`config.mk`:
```
export PLATFORM = sky130hd
export DESIGN_NAME = cmdring_parser
export DESIGN_NICKNAME = d
export VERILOG_FILES = /design/src/rtl/cmdq_pkg.sv /design/src/rtl/cmdq_decode.sv /design/src/rtl/cmdq_ptr.sv /design/src/rtl/cmdq_argbuf.sv /design/src/rtl/cmdring_parser.sv
export SDC_FILE = /design/constraint.sdc
export NUM_CORES = 2
export LEC_CHECK = 0
export ABC_AREA = 1
export BUFFER_PORTS_ARGS = -buffer_cell sky130_fd_sc_hd__buf_2
export CAP_MARGIN = 20
export CORE_UTILIZATION = 34
export DETAILED_ROUTE_END_ITERATION = 16
export GPL_ROUTABILITY_DRIVEN = 0
export PLACE_DENSITY = 0.57
export SLEW_MARGIN = 10
export SYNTH_ARGS = -nofsm -noshare
export SYNTH_HDL_FRONTEND = slang
export SYNTH_SLANG_ARGS = --single-unit
```
`constraint.sdc`:
```
create_clock -name clk -period 15.3 [get_ports clk]
set_input_delay 0.765 -clock clk [delete_from_list [all_inputs] [get_ports clk]]
set_output_delay 0.765 -clock clk [all_outputs]
set_load 0.05 [all_outputs]
```
`src/rtl/cmdq_pkg.sv`:
```
package cmdq_pkg;

    localparam int WORD_W   = 32;
    localparam int MAX_ARGS = 6;
    localparam int CNT_W    = 4;

    localparam int HDR_LO   = 0;
    localparam int HDR_HI   = 1;
    localparam int HDR_PROD = 2;
    localparam int HDR_CONS = 3;

    localparam logic [WORD_W-1:0] OPC_UPDATE   = 32'd1;
    localparam logic [WORD_W-1:0] OPC_FILL     = 32'd2;
    localparam logic [WORD_W-1:0] OPC_COPY     = 32'd3;
    localparam logic [WORD_W-1:0] OPC_ROP_FILL = 32'd13;
    localparam logic [WORD_W-1:0] OPC_ROP_COPY = 32'd14;
    localparam logic [WORD_W-1:0] OPC_CURSOR   = 32'd19;
    localparam logic [WORD_W-1:0] OPC_UPDATE_V = 32'd25;

    typedef enum logic [3:0] {
        S_IDLE, S_HLO, S_HHI, S_HCONS, S_POLL, S_OP,
        S_ARG, S_CALC, S_DATA, S_ISSUE, S_WB, S_ERR
    } pstate_t;

    typedef enum logic [1:0] {
        K_UNKNOWN, K_EMIT, K_SKIP, K_CURSOR
    } kind_t;

    typedef struct packed {
        kind_t            kind;
        logic [CNT_W-1:0] nargs;
    } opinfo_t;

    function automatic opinfo_t classify(input logic [WORD_W-1:0] op);
        opinfo_t r;
        r.kind  = K_UNKNOWN;
        r.nargs = '0;
        case (op)
            OPC_UPDATE, OPC_UPDATE_V: begin r.kind = K_EMIT;   r.nargs = 4'd4; end
            OPC_FILL:                 begin r.kind = K_EMIT;   r.nargs = 4'd5; end
            OPC_COPY:                 begin r.kind = K_EMIT;   r.nargs = 4'd6; end
            OPC_CURSOR:               begin r.kind = K_CURSOR; r.nargs = 4'd6; end
            OPC_ROP_FILL:             begin r.kind = K_SKIP;   r.nargs = 4'd6; end
            OPC_ROP_COPY:             begin r.kind = K_SKIP;   r.nargs = 4'd7; end
            default:                  begin r.kind = K_UNKNOWN; r.nargs = 4'd0; end
        endcase
        return r;
    endfunction

    function automatic logic [WORD_W-1:0] cursor_trailer(
        input logic [WORD_W-1:0] w,
        input logic [WORD_W-1:0] h,
        input logic [WORD_W-1:0] d);
        logic [WORD_W-1:0] mask_row;
        logic [WORD_W-1:0] img_row;
        mask_row = (w + 32'd31) >> 5;
        img_row  = ((w * d) + 32'd31) >> 5;
        return (mask_row * h) + (img_row * h);
    endfunction

endpackage

```
`src/rtl/cmdq_decode.sv`:
```
module cmdq_decode
    import cmdq_pkg::*;
(
    input  logic [WORD_W-1:0] op_word,
    output kind_t             kind,
    output logic [CNT_W-1:0]  nargs
);
    opinfo_t info;

    always_comb begin
        info  = classify(op_word);
        kind  = info.kind;
        nargs = info.nargs;
    end
endmodule

```
`src/rtl/cmdq_ptr.sv`:
```
module cmdq_ptr
    import cmdq_pkg::*;
#(
    parameter int ADDR_W = 14
) (
    input  logic              clk,
    input  logic              rst,
    input  logic              ld_lo,
    input  logic              ld_hi,
    input  logic              ld_cons,
    input  logic              adv,
    input  logic [WORD_W-1:0] din,
    output logic [WORD_W-1:0] cons,
    output logic [ADDR_W-1:0] cons_waddr
);
    logic [WORD_W-1:0] lo_q;
    logic [WORD_W-1:0] hi_q;
    logic [WORD_W-1:0] cons_q;
    logic [WORD_W-1:0] step;
    logic [WORD_W-1:0] stepped;

    always_comb begin
        step    = cons_q + 32'd4;
        stepped = (step >= hi_q) ? lo_q : step;
    end

    always_ff @(posedge clk) begin
        if (rst) begin
            lo_q   <= '0;
            hi_q   <= '0;
            cons_q <= '0;
        end else begin
            if (ld_lo) lo_q <= din;
            if (ld_hi) hi_q <= din;
            if (ld_cons)  cons_q <= din;
            else if (adv) cons_q <= stepped;
        end
    end

    assign cons       = cons_q;
    assign cons_waddr = cons_q[ADDR_W+1:2];
endmodule

```
`src/rtl/cmdq_argbuf.sv`:
```
module cmdq_argbuf
    import cmdq_pkg::*;
#(
    parameter int SLOTS = MAX_ARGS
) (
    input  logic                    clk,
    input  logic                    rst,
    input  logic                    clr,
    input  logic                    wr,
    input  logic [CNT_W-1:0]        idx,
    input  logic [WORD_W-1:0]       din,
    output logic [SLOTS*WORD_W-1:0] flat
);
    genvar g;
    generate
        for (g = 0; g < SLOTS; g++) begin : g_slot
            logic [WORD_W-1:0] slot_q;
            always_ff @(posedge clk) begin
                if (rst || clr)
                    slot_q <= '0;
                else if (wr && (idx == CNT_W'(g)))
                    slot_q <= din;
            end
            assign flat[g*WORD_W +: WORD_W] = slot_q;
        end
    endgenerate
endmodule

```
`src/rtl/cmdring_parser.sv`:
```
module cmdring_parser
    import cmdq_pkg::*;
#(
    parameter int ADDR_W = 14
) (
    input  logic                       clk,
    input  logic                       rst,
    input  logic                       cfg_done,
    input  logic                       cfg_enable,
    output logic                       mem_req,
    output logic                       mem_we,
    output logic [ADDR_W-1:0]          mem_addr,
    output logic [WORD_W-1:0]          mem_wdata,
    input  logic                       mem_ack,
    input  logic [WORD_W-1:0]          mem_rdata,
    output logic                       cmd_valid,
    input  logic                       cmd_ready,
    output logic [7:0]                 cmd_op,
    output logic [CNT_W-1:0]           cmd_argc,
    output logic [MAX_ARGS*WORD_W-1:0] cmd_args,
    output logic                       parse_err
);
    pstate_t           state;
    logic              cfg_ok;
    logic [7:0]        op_q;
    kind_t             kind_q;
    logic [CNT_W-1:0]  nargs_q;
    logic [CNT_W-1:0]  arg_idx;
    logic [WORD_W-1:0] trail_left;
    logic              err_q;

    kind_t             dec_kind;
    logic [CNT_W-1:0]  dec_nargs;
    logic [WORD_W-1:0] cons;
    logic [ADDR_W-1:0] cons_waddr;
    logic [WORD_W-1:0] trail_len;
    logic              ld_lo, ld_hi, ld_cons, adv;
    logic              buf_clr, buf_wr;
    logic              last_arg;

    assign cfg_ok = cfg_done && cfg_enable;

    cmdq_decode u_dec (
        .op_word (mem_rdata),
        .kind    (dec_kind),
        .nargs   (dec_nargs)
    );

    cmdq_ptr #(.ADDR_W(ADDR_W)) u_ptr (
        .clk        (clk),
        .rst        (rst),
        .ld_lo      (ld_lo),
        .ld_hi      (ld_hi),
        .ld_cons    (ld_cons),
        .adv        (adv),
        .din        (mem_rdata),
        .cons       (cons),
        .cons_waddr (cons_waddr)
    );

    cmdq_argbuf #(.SLOTS(MAX_ARGS)) u_args (
        .clk  (clk),
        .rst  (rst),
        .clr  (buf_clr),
        .wr   (buf_wr),
        .idx  (arg_idx),
        .din  (mem_rdata),
        .flat (cmd_args)
    );

    always_comb begin
        mem_req = 1'b0;
        mem_we  = 1'b0;
        case (state)
            S_HLO:   mem_addr = ADDR_W'(HDR_LO);
            S_HHI:   mem_addr = ADDR_W'(HDR_HI);
            S_HCONS: mem_addr = ADDR_W'(HDR_CONS);
            S_POLL:  mem_addr = ADDR_W'(HDR_PROD);
            S_WB:    mem_addr = ADDR_W'(HDR_CONS);
            default: mem_addr = cons_waddr;
        endcase
        case (state)
            S_HLO, S_HHI, S_HCONS, S_POLL, S_OP, S_ARG, S_DATA: mem_req = 1'b1;
            S_WB: begin mem_req = 1'b1; mem_we = 1'b1; end
            default: ;
        endcase
    end

    assign mem_wdata = cons;
    assign ld_lo     = (state == S_HLO)   && mem_ack;
    assign ld_hi     = (state == S_HHI)   && mem_ack;
    assign ld_cons   = (state == S_HCONS) && mem_ack;
    assign adv       = mem_ack && ((state == S_OP) || (state == S_ARG) || (state == S_DATA));
    assign buf_clr   = (state == S_OP)  && mem_ack;
    assign buf_wr    = (state == S_ARG) && mem_ack;
    assign last_arg  = (arg_idx == nargs_q - CNT_W'(1));
    assign trail_len = cursor_trailer(cmd_args[3*WORD_W +: WORD_W],
                                      cmd_args[4*WORD_W +: WORD_W],
                                      cmd_args[5*WORD_W +: WORD_W]);

    always_ff @(posedge clk) begin
        if (rst) begin
            state      <= S_IDLE;
            op_q       <= '0;
            kind_q     <= K_UNKNOWN;
            nargs_q    <= '0;
            arg_idx    <= '0;
            trail_left <= '0;
            err_q      <= 1'b0;
        end else begin
            case (state)
                S_IDLE: if (cfg_ok) begin
                    err_q <= 1'b0;
                    state <= S_HLO;
                end
                S_HLO:   if (mem_ack) state <= S_HHI;
                S_HHI:   if (mem_ack) state <= S_HCONS;
                S_HCONS: if (mem_ack) state <= S_POLL;
                S_POLL: if (mem_ack) begin
                    if (!cfg_ok)               state <= S_IDLE;
                    else if (mem_rdata != cons) state <= S_OP;
                end
                S_OP: if (mem_ack) begin
                    op_q    <= mem_rdata[7:0];
                    kind_q  <= dec_kind;
                    nargs_q <= dec_nargs;
                    arg_idx <= '0;
                    if (dec_kind == K_UNKNOWN) begin
                        err_q <= 1'b1;
                        state <= S_ERR;
                    end else begin
                        state <= S_ARG;
                    end
                end
                S_ARG: if (mem_ack) begin
                    arg_idx <= arg_idx + CNT_W'(1);
                    if (last_arg) begin
                        case (kind_q)
                            K_EMIT:   state <= S_ISSUE;
                            K_CURSOR: state <= S_CALC;
                            default:  state <= S_WB;
                        endcase
                    end
                end
                S_CALC: begin
                    trail_left <= trail_len;
                    state      <= (trail_len == '0) ? S_ISSUE : S_DATA;
                end
                S_DATA: if (mem_ack) begin
                    trail_left <= trail_left - 32'd1;
                    if (trail_left == 32'd1) state <= S_ISSUE;
                end
                S_ISSUE: if (cmd_ready) state <= S_WB;
                S_WB:    if (mem_ack) state <= S_POLL;
                S_ERR:   if (!cfg_ok) state <= S_IDLE;
                default: state <= S_IDLE;
            endcase
        end
    end

    assign cmd_valid = (state == S_ISSUE);
    assign cmd_op    = op_q;
    assign cmd_argc  = nargs_q;
    assign parse_err = err_q;
endmodule

```
; After elaboration in Yosys (flattened, before gate mapping)
; Cells that the tools add are included.
[op_classes]
reduce_logical = 32
mul = 3
add_sub_neg = 7
muxes = 34
order_cmp = 1
eq_ne = 42
[ops]
columns = operator, n
row1 = $mux 32, 4
row2 = $mux 4, 17
row3 = $add 32x5->32 const B, 2
row4 = $eq 32x1->1 const B, 2
row5 = $eq 32x2->1 const B, 2
row6 = $eq 32x4->1 const B, 2
row7 = $eq 32x5->1 const B, 2
row8 = $mul 27x32->32, 2
row9 = $pmux 32 s2, 1
row10 = $pmux 14 s4, 1
row11 = $pmux 4 s11, 1
row12 = $pmux 6 s6, 1
row13 = $add 32x3->32 const B, 1
row14 = $add 32x32->32, 1
row15 = $ge 32x32->1, 1
row16 = $logic_not 32->1, 1
row17 = $mul 32x32->32, 1
row18 = $ne 32x32->1, 1
row19 = $sub 32x1->32 const B, 1
row20 = $eq 4x3->1 const B, 6
row21 = $ne 2x2->1 const B, 9
row22 = $eq 4x2->1 const B, 4
row23 = $eq 4x4->1 const B, 4
row24 = $pmux 4 s2, 2
row25 = 21 further kinds, 50
[word_totals]
output_inout_bits = 254
in_bits = 38
wordCells = 135
reg_bits = 343

; Longest topological paths before layout
[depth]
ltp_word = 7
depth_mapped = 67
depth_no_buf = 65

; Hierarchy
; Synthesis repeated with hierarchy kept, for this count alone.
[hier_totals]
cells_unflattened = 8777
area_unflattened_um2 = 65544.1
[modules_own_cells]
columns = mod, seq_area_each_um2, n_inst, cells_per_inst, area_each_um2
row1 = cmdring_parser, 1101.1, 1, 6712, 51682.1
row2 = cmdq_argbuf, 3843.7, 1, 1150, 7711.1
row3 = cmdq_ptr, 1921.8, 1, 853, 5870.6
row4 = cmdq_decode, 0.0, 1, 62, 280.3

; Worst setup path before layout
; OpenSTA, ideal clock, no wires.
[synth_path]
kind = flip-flop to flip-flop
startpoint = reg u_args.g_slot[3].slot_q[13]
endpoint = reg state[0]
setup_time_ps = 70
arrival_ps = 13114
n_path_buf = 3
stages_incl_launch_ff = 49
period_less_slack_ps = 13184
slack_ps = 2116
required_time_ps = 15230
cell_sequence = dfxtp_1 -> clkbuf_1 -> clkbuf_1 -> nand2_1 -> fa_1 -> fa_1 -> fa_1 -> fa_1 -> fa_1 -> inv_1 -> fa_1 -> inv_1 -> fa_1 -> fa_1 -> inv_1 -> ha_1 -> nand2_1 -> nor4_1 -> [13 not listed] -> fa_1 -> fa_1 -> fa_1 -> inv_1 -> ha_1 -> nand2_1 -> o21ai_0 -> inv_1 -> o21ai_0 -> xnor2_1 -> inv_1 -> nor3_1 -> nand4_1 -> nor2_1 -> nand2_1 -> nand2_1 -> nand2_1 -> a21oi_1
[synth_between]
elab_chain_cells = 7
word_cells_on_any_way = 9
cone_classes = 3 x add/sub / 3 x mul / 2 x mux / 1 x reduce/logical
[synth_lines]
columns = item, line
row1 = "start, declared", cmdq_argbuf.sv:17  ; logic [WORD_W-1:0] slot_q;
row2 = "start signal, assigned", cmdq_argbuf.sv:22  ; slot_q <= din;
row3 = $mul 32x32->32, cmdq_pkg.sv:57  ; img_row = ((w * d) + 32'd31) >> 5;
row4 = $add 32x5->32, cmdq_pkg.sv:57
row5 = $mul 27x32->32, cmdq_pkg.sv:58  ; return (mask_row * h) + (img_row * h);
row6 = $add 32x32->32 (*), cmdq_pkg.sv:58
row7 = $logic_not 32->1 (*), cmdring_parser.sv:147  ; state <= (trail_len == '0) ? S_ISSUE : S_DATA;
row8 = $mux 1 (*), cmdring_parser.sv:147
row9 = $pmux 4 s11 (*), cmdring_parser.sv:111  ; case (state)
row10 = "end signal, assigned", cmdring_parser.sv:147
row11 = "end, declared", cmdring_parser.sv:23  ; pstate_t state;
; Every way passes the cells marked *; elsewhere a longest branch is shown, timed or not.
; A chain may end at the register's enable or synchronous reset.

; Final worst setup path
[layout_path]
startpoint = reg u_args.g_slot[3].slot_q[11]
endpoint = reg state[0]
; Same word-level chain as after synthesis.

==> impl_metrics.csv <==
group,metric,value,unit
final_layout,multiInputGateArea,0.0475,mm^2
worst_setup_path,cpMostUsedCell,"fa_1",
route,drc,0,
min_path,hold_end,"u_ptr.lo_q[8]$_SDFFE_PP0P_",
worst_setup_path,crit_path_top_delay_cell,"dfxtp_1",
worst_setup_path,r2r_start,"u_args.g_slot[3].slot_q[11]$_SDFFE_PP0P_",
yosys,ys_seq_area_share,10.9,%
placement,dp_slack,0.728,ns
cts,cts-root-buf,"clkbuf_16",
yosys,ys_ff_latch,342,
worst_setup_path,regToRegSetupSlack,0.91,ns
timing,finalMaxSlewViolations,0,
global_route,grt_overflow,0,
final_layout,fillers,18900,
placement,dpl.hpwl,178,mm
cts,insertion_delay,0.62,ns
min_path,hp-start,"u_ptr.lo_q[8]$_SDFFE_PP0P_",
route,via_per_inst,5.07,
worst_setup_path,slowest_delay,0.87,ns
timing,worst_pin_slew,1.11,ns
worst_setup_path,required,15.75,ns
final_layout,syn_to_final_growth,9.08,%
final_layout,nets,9713,
die,die_y,432,um
die,coreArea,0.183,mm^2
yosys,syn-num-nets,9638,
timing,setup_tns,0,ns
yosys,syn_inst,7954,
worst_setup_path,worstPathArrival,14.84,ns
route,drt_iter0_drc,4798,
global_route,grt_pass1_vias,55900,
power_and_ir_drop,p_per_area,35.8,mW/mm^2
die,die_area,0.186,mm^2
route,firstDrtPassIters,6,
power_and_ir_drop,ir_worst_vdd,0.0984,mV
yosys,synth_edf_count,0,
cts,cts_max_path_buffers,3,
power_and_ir_drop,leakage,28.3,nW
timing,hold_violations,0,
route,routed_wl,224,mm
route,avgRoutedWirePerCell,21.2,um
timing,rsz0062_at_grt,"no",
cts,hold_buffers,0,
global_route,grt_antenna_before_repair,20,
cts,clock-sinks,342,
min_path,min_path_type,"register to register",
job,maxCapViolCount,0,
yosys,synthArstFlopShare,0,%
final_layout,regArea,0.00685,mm^2
die,fp.dieW,432,um
cts,path_clk_slew,0.06,ns
cts,cts_buffers,41,
worst_setup_path,critical_path_class,"register to register",
yosys,synth.distinct_cells,57,
global_route,grt_usage,24.3,%
yosys,syn_area,0.0628,mm^2
run_status,outcome,"completed",
timing,fin_worst_skew,0.0410,ns
route,vias,53400,
cts,cts_max_level,2,
yosys,synthFlopType,"dfxtp_1",
worst_setup_path,reg2reg_to,"state[0]$_SDFFE_PP0P_",
die,start_util,34.3,%
worst_setup_path,r2r_cells,52,
final_layout,drive_gt1_share,7.15,%
yosys,synth.avg_cell_area,7.89,um^2
die,placementRows,157,
timing,setup_viol,0,
timing,setup_slack,0.906,ns
timing,finalCritPeriodShare,94.1,%
timing,slew_headroom,25.3,%
cts,cts_tree,"yes",
final_layout,utilization,37.4,%
worst_setup_path,critPathMaxFanout,13,
global_route,grt_first_pass_wirelength,344,mm
placement,io_buffers,290,
min_path,hold_depth,2,
die,ios,292,
yosys,yosysWarnings,0,
global_route,grt_max_degree,82,
timing,max_freq,69.5,MHz
timing,period_minus_slack,14.39,ns
route,antenna_left,0,
worst_setup_path,end_kind,"register",
worst_setup_path,critPathLaunchType,"register",
-- final cells by class --
cell class / count / area share, %
clock buffers: 52 / 1.62
well taps: 2464 / 4.50
multi-input cells: 5341 / 69.3
diodes: 13 / 0.0475
repair buffers: 457 / 4.03
inverters: 1846 / 10.1
clock inverters: 21 / 0.375
flip-flops and latches: 342 / 10.0
-- Yosys cell counts (16+ instances only) --
cell type  instances  share of area (%)
buf_2             16               0.13
fa_1            1281                 41
nor2_1          1253                7.5
xnor2_1           80                1.1
nor3_1            43               0.34
xor2_1           108                1.5
clkinv_1          17               0.10
ha_1             365                7.3
o21ai_0          188                1.5
nand2_1         1188                7.1
clkbuf_1         357                2.1
buf_1             46               0.28
nand4_1           47               0.47
nor4_1            17               0.17
nand3_1          187                1.5
dfxtp_1          342                 11
a21oi_1          222                1.8
a211oi_1         199                2.4
o211ai_1          30               0.36
inv_1           1824                 11
-- worst max path at each step --
| stage | slack [ns] | startpoint | cells past startpoint | to |
|---|---|---|---|---|
| global placement | 0.75 | u_args.g_slot[5].slot_q[2]$_SDFFE_PP0P_ | 58 | state[0]$_SDFFE_PP0P_ |
| detailed placement | 0.73 | u_args.g_slot[5].slot_q[2]$_SDFFE_PP0P_ | 58 | state[0]$_SDFFE_PP0P_ |
| floorplan | 2.12 | u_args.g_slot[3].slot_q[13]$_SDFFE_PP0P_ | 48 | state[0]$_SDFFE_PP0P_ |
| global route | 0.07 | u_args.g_slot[3].slot_q[5]$_SDFFE_PP0P_ | 56 | state[0]$_SDFFE_PP0P_ |
| finish | 0.91 | u_args.g_slot[3].slot_q[11]$_SDFFE_PP0P_ | 52 | state[0]$_SDFFE_PP0P_ |
| CTS | 0.68 | u_args.g_slot[5].slot_q[2]$_SDFFE_PP0P_ | 58 | state[0]$_SDFFE_PP0P_ |
-- cells by family after synthesis --
kind of cell	share of synthesized area [%]
compound gates	7.08
xor+xnor	2.68
fa+ha+maj	48.1
buf+inv	13.6
flops	10.9
other cells	0.00597
simple gates	17.5
-- power breakdown --
part           internal, mW  switching (mW)  total (mW)  leakage [nW]
registers             0.923          0.0159       0.939          2.76
logic                 0.109           0.378       0.487          24.9
clock network         0.559           0.467        1.03         0.664
-- per-stage QoR --
stage          hold WS [ns]  std cells  area (um^2)  power (mW)
3_3_place_gp          0.436      10400        67000        1.44
4_1_cts               0.450      10500        68400        2.47
3_5_place_dp          0.441      10400        67000        1.44
6_report              0.450      10500        68500        2.45
5_1_grt               0.472      10500        68500        2.55
2_1_floorplan         0.425       7954        62800        1.28
-- flip-flops by register name, indices dropped and copies added (netlist names) --
name,flops
cmd_argc,3
cmd_op,8
u_ptr.hi_q,32
u_args.g_slot.slot_q,192
parse_err,1
u_ptr.lo_q,32
state,4
arg_idx,4
kind_q,2
u_ptr.cons,32
trail_left,32
-- repair_timing --
| action | CTS | global route |
|---|---|---|
| resized for setup | 0 | 3 |
| setup endpoints to repair | 0 | 2 |
| buffers inserted | 0 | 3 |
-- worst max-delay path, delay by kind of cell (launching register included) --
| kind | cells | cell delay (ns) |
|---|---|---|
| AOI/OAI and AO/OA | 5 | 0.84 |
| DFF | 1 | 0.87 |
| buffers and inverters | 9 | 0.93 |
| adders and majority gates | 19 | 8.98 |
| xor gates and xnor gates | 2 | 0.49 |
| and+or+nand+nor | 17 | 2.10 |
-- cell usage in the layout, fill, tap and decap left out, types with 15 or more instances in the layout --
cell type  instances
inv_1           1817
nor2_1          1250
buf_4            163
clkinv_1          17
a31oi_1           15
nand3_1          185
xnor2_1           80
nor4_1            17
o211ai_1          30
nand4_1           47
xor2_1           105
ha_1             365
clkbuf_16         41
nand2_1         1181
o21ai_0          188
fa_1            1281
o21bai_1          15
a21oi_1          222
buf_2            290
dfxtp_1          341
nor3_1            43
a211oi_1         199
-- per-layer routing --
metal	GRT usage, %	wire length [um]	vias up
li1	-	-	23700
met1	31.8	90100	26800
met2	38.7	101000	2452
met3	4.28	20700	511
met4	12.1	12400	6
met5	0	37	-
(Power assumes the default switching activity.)
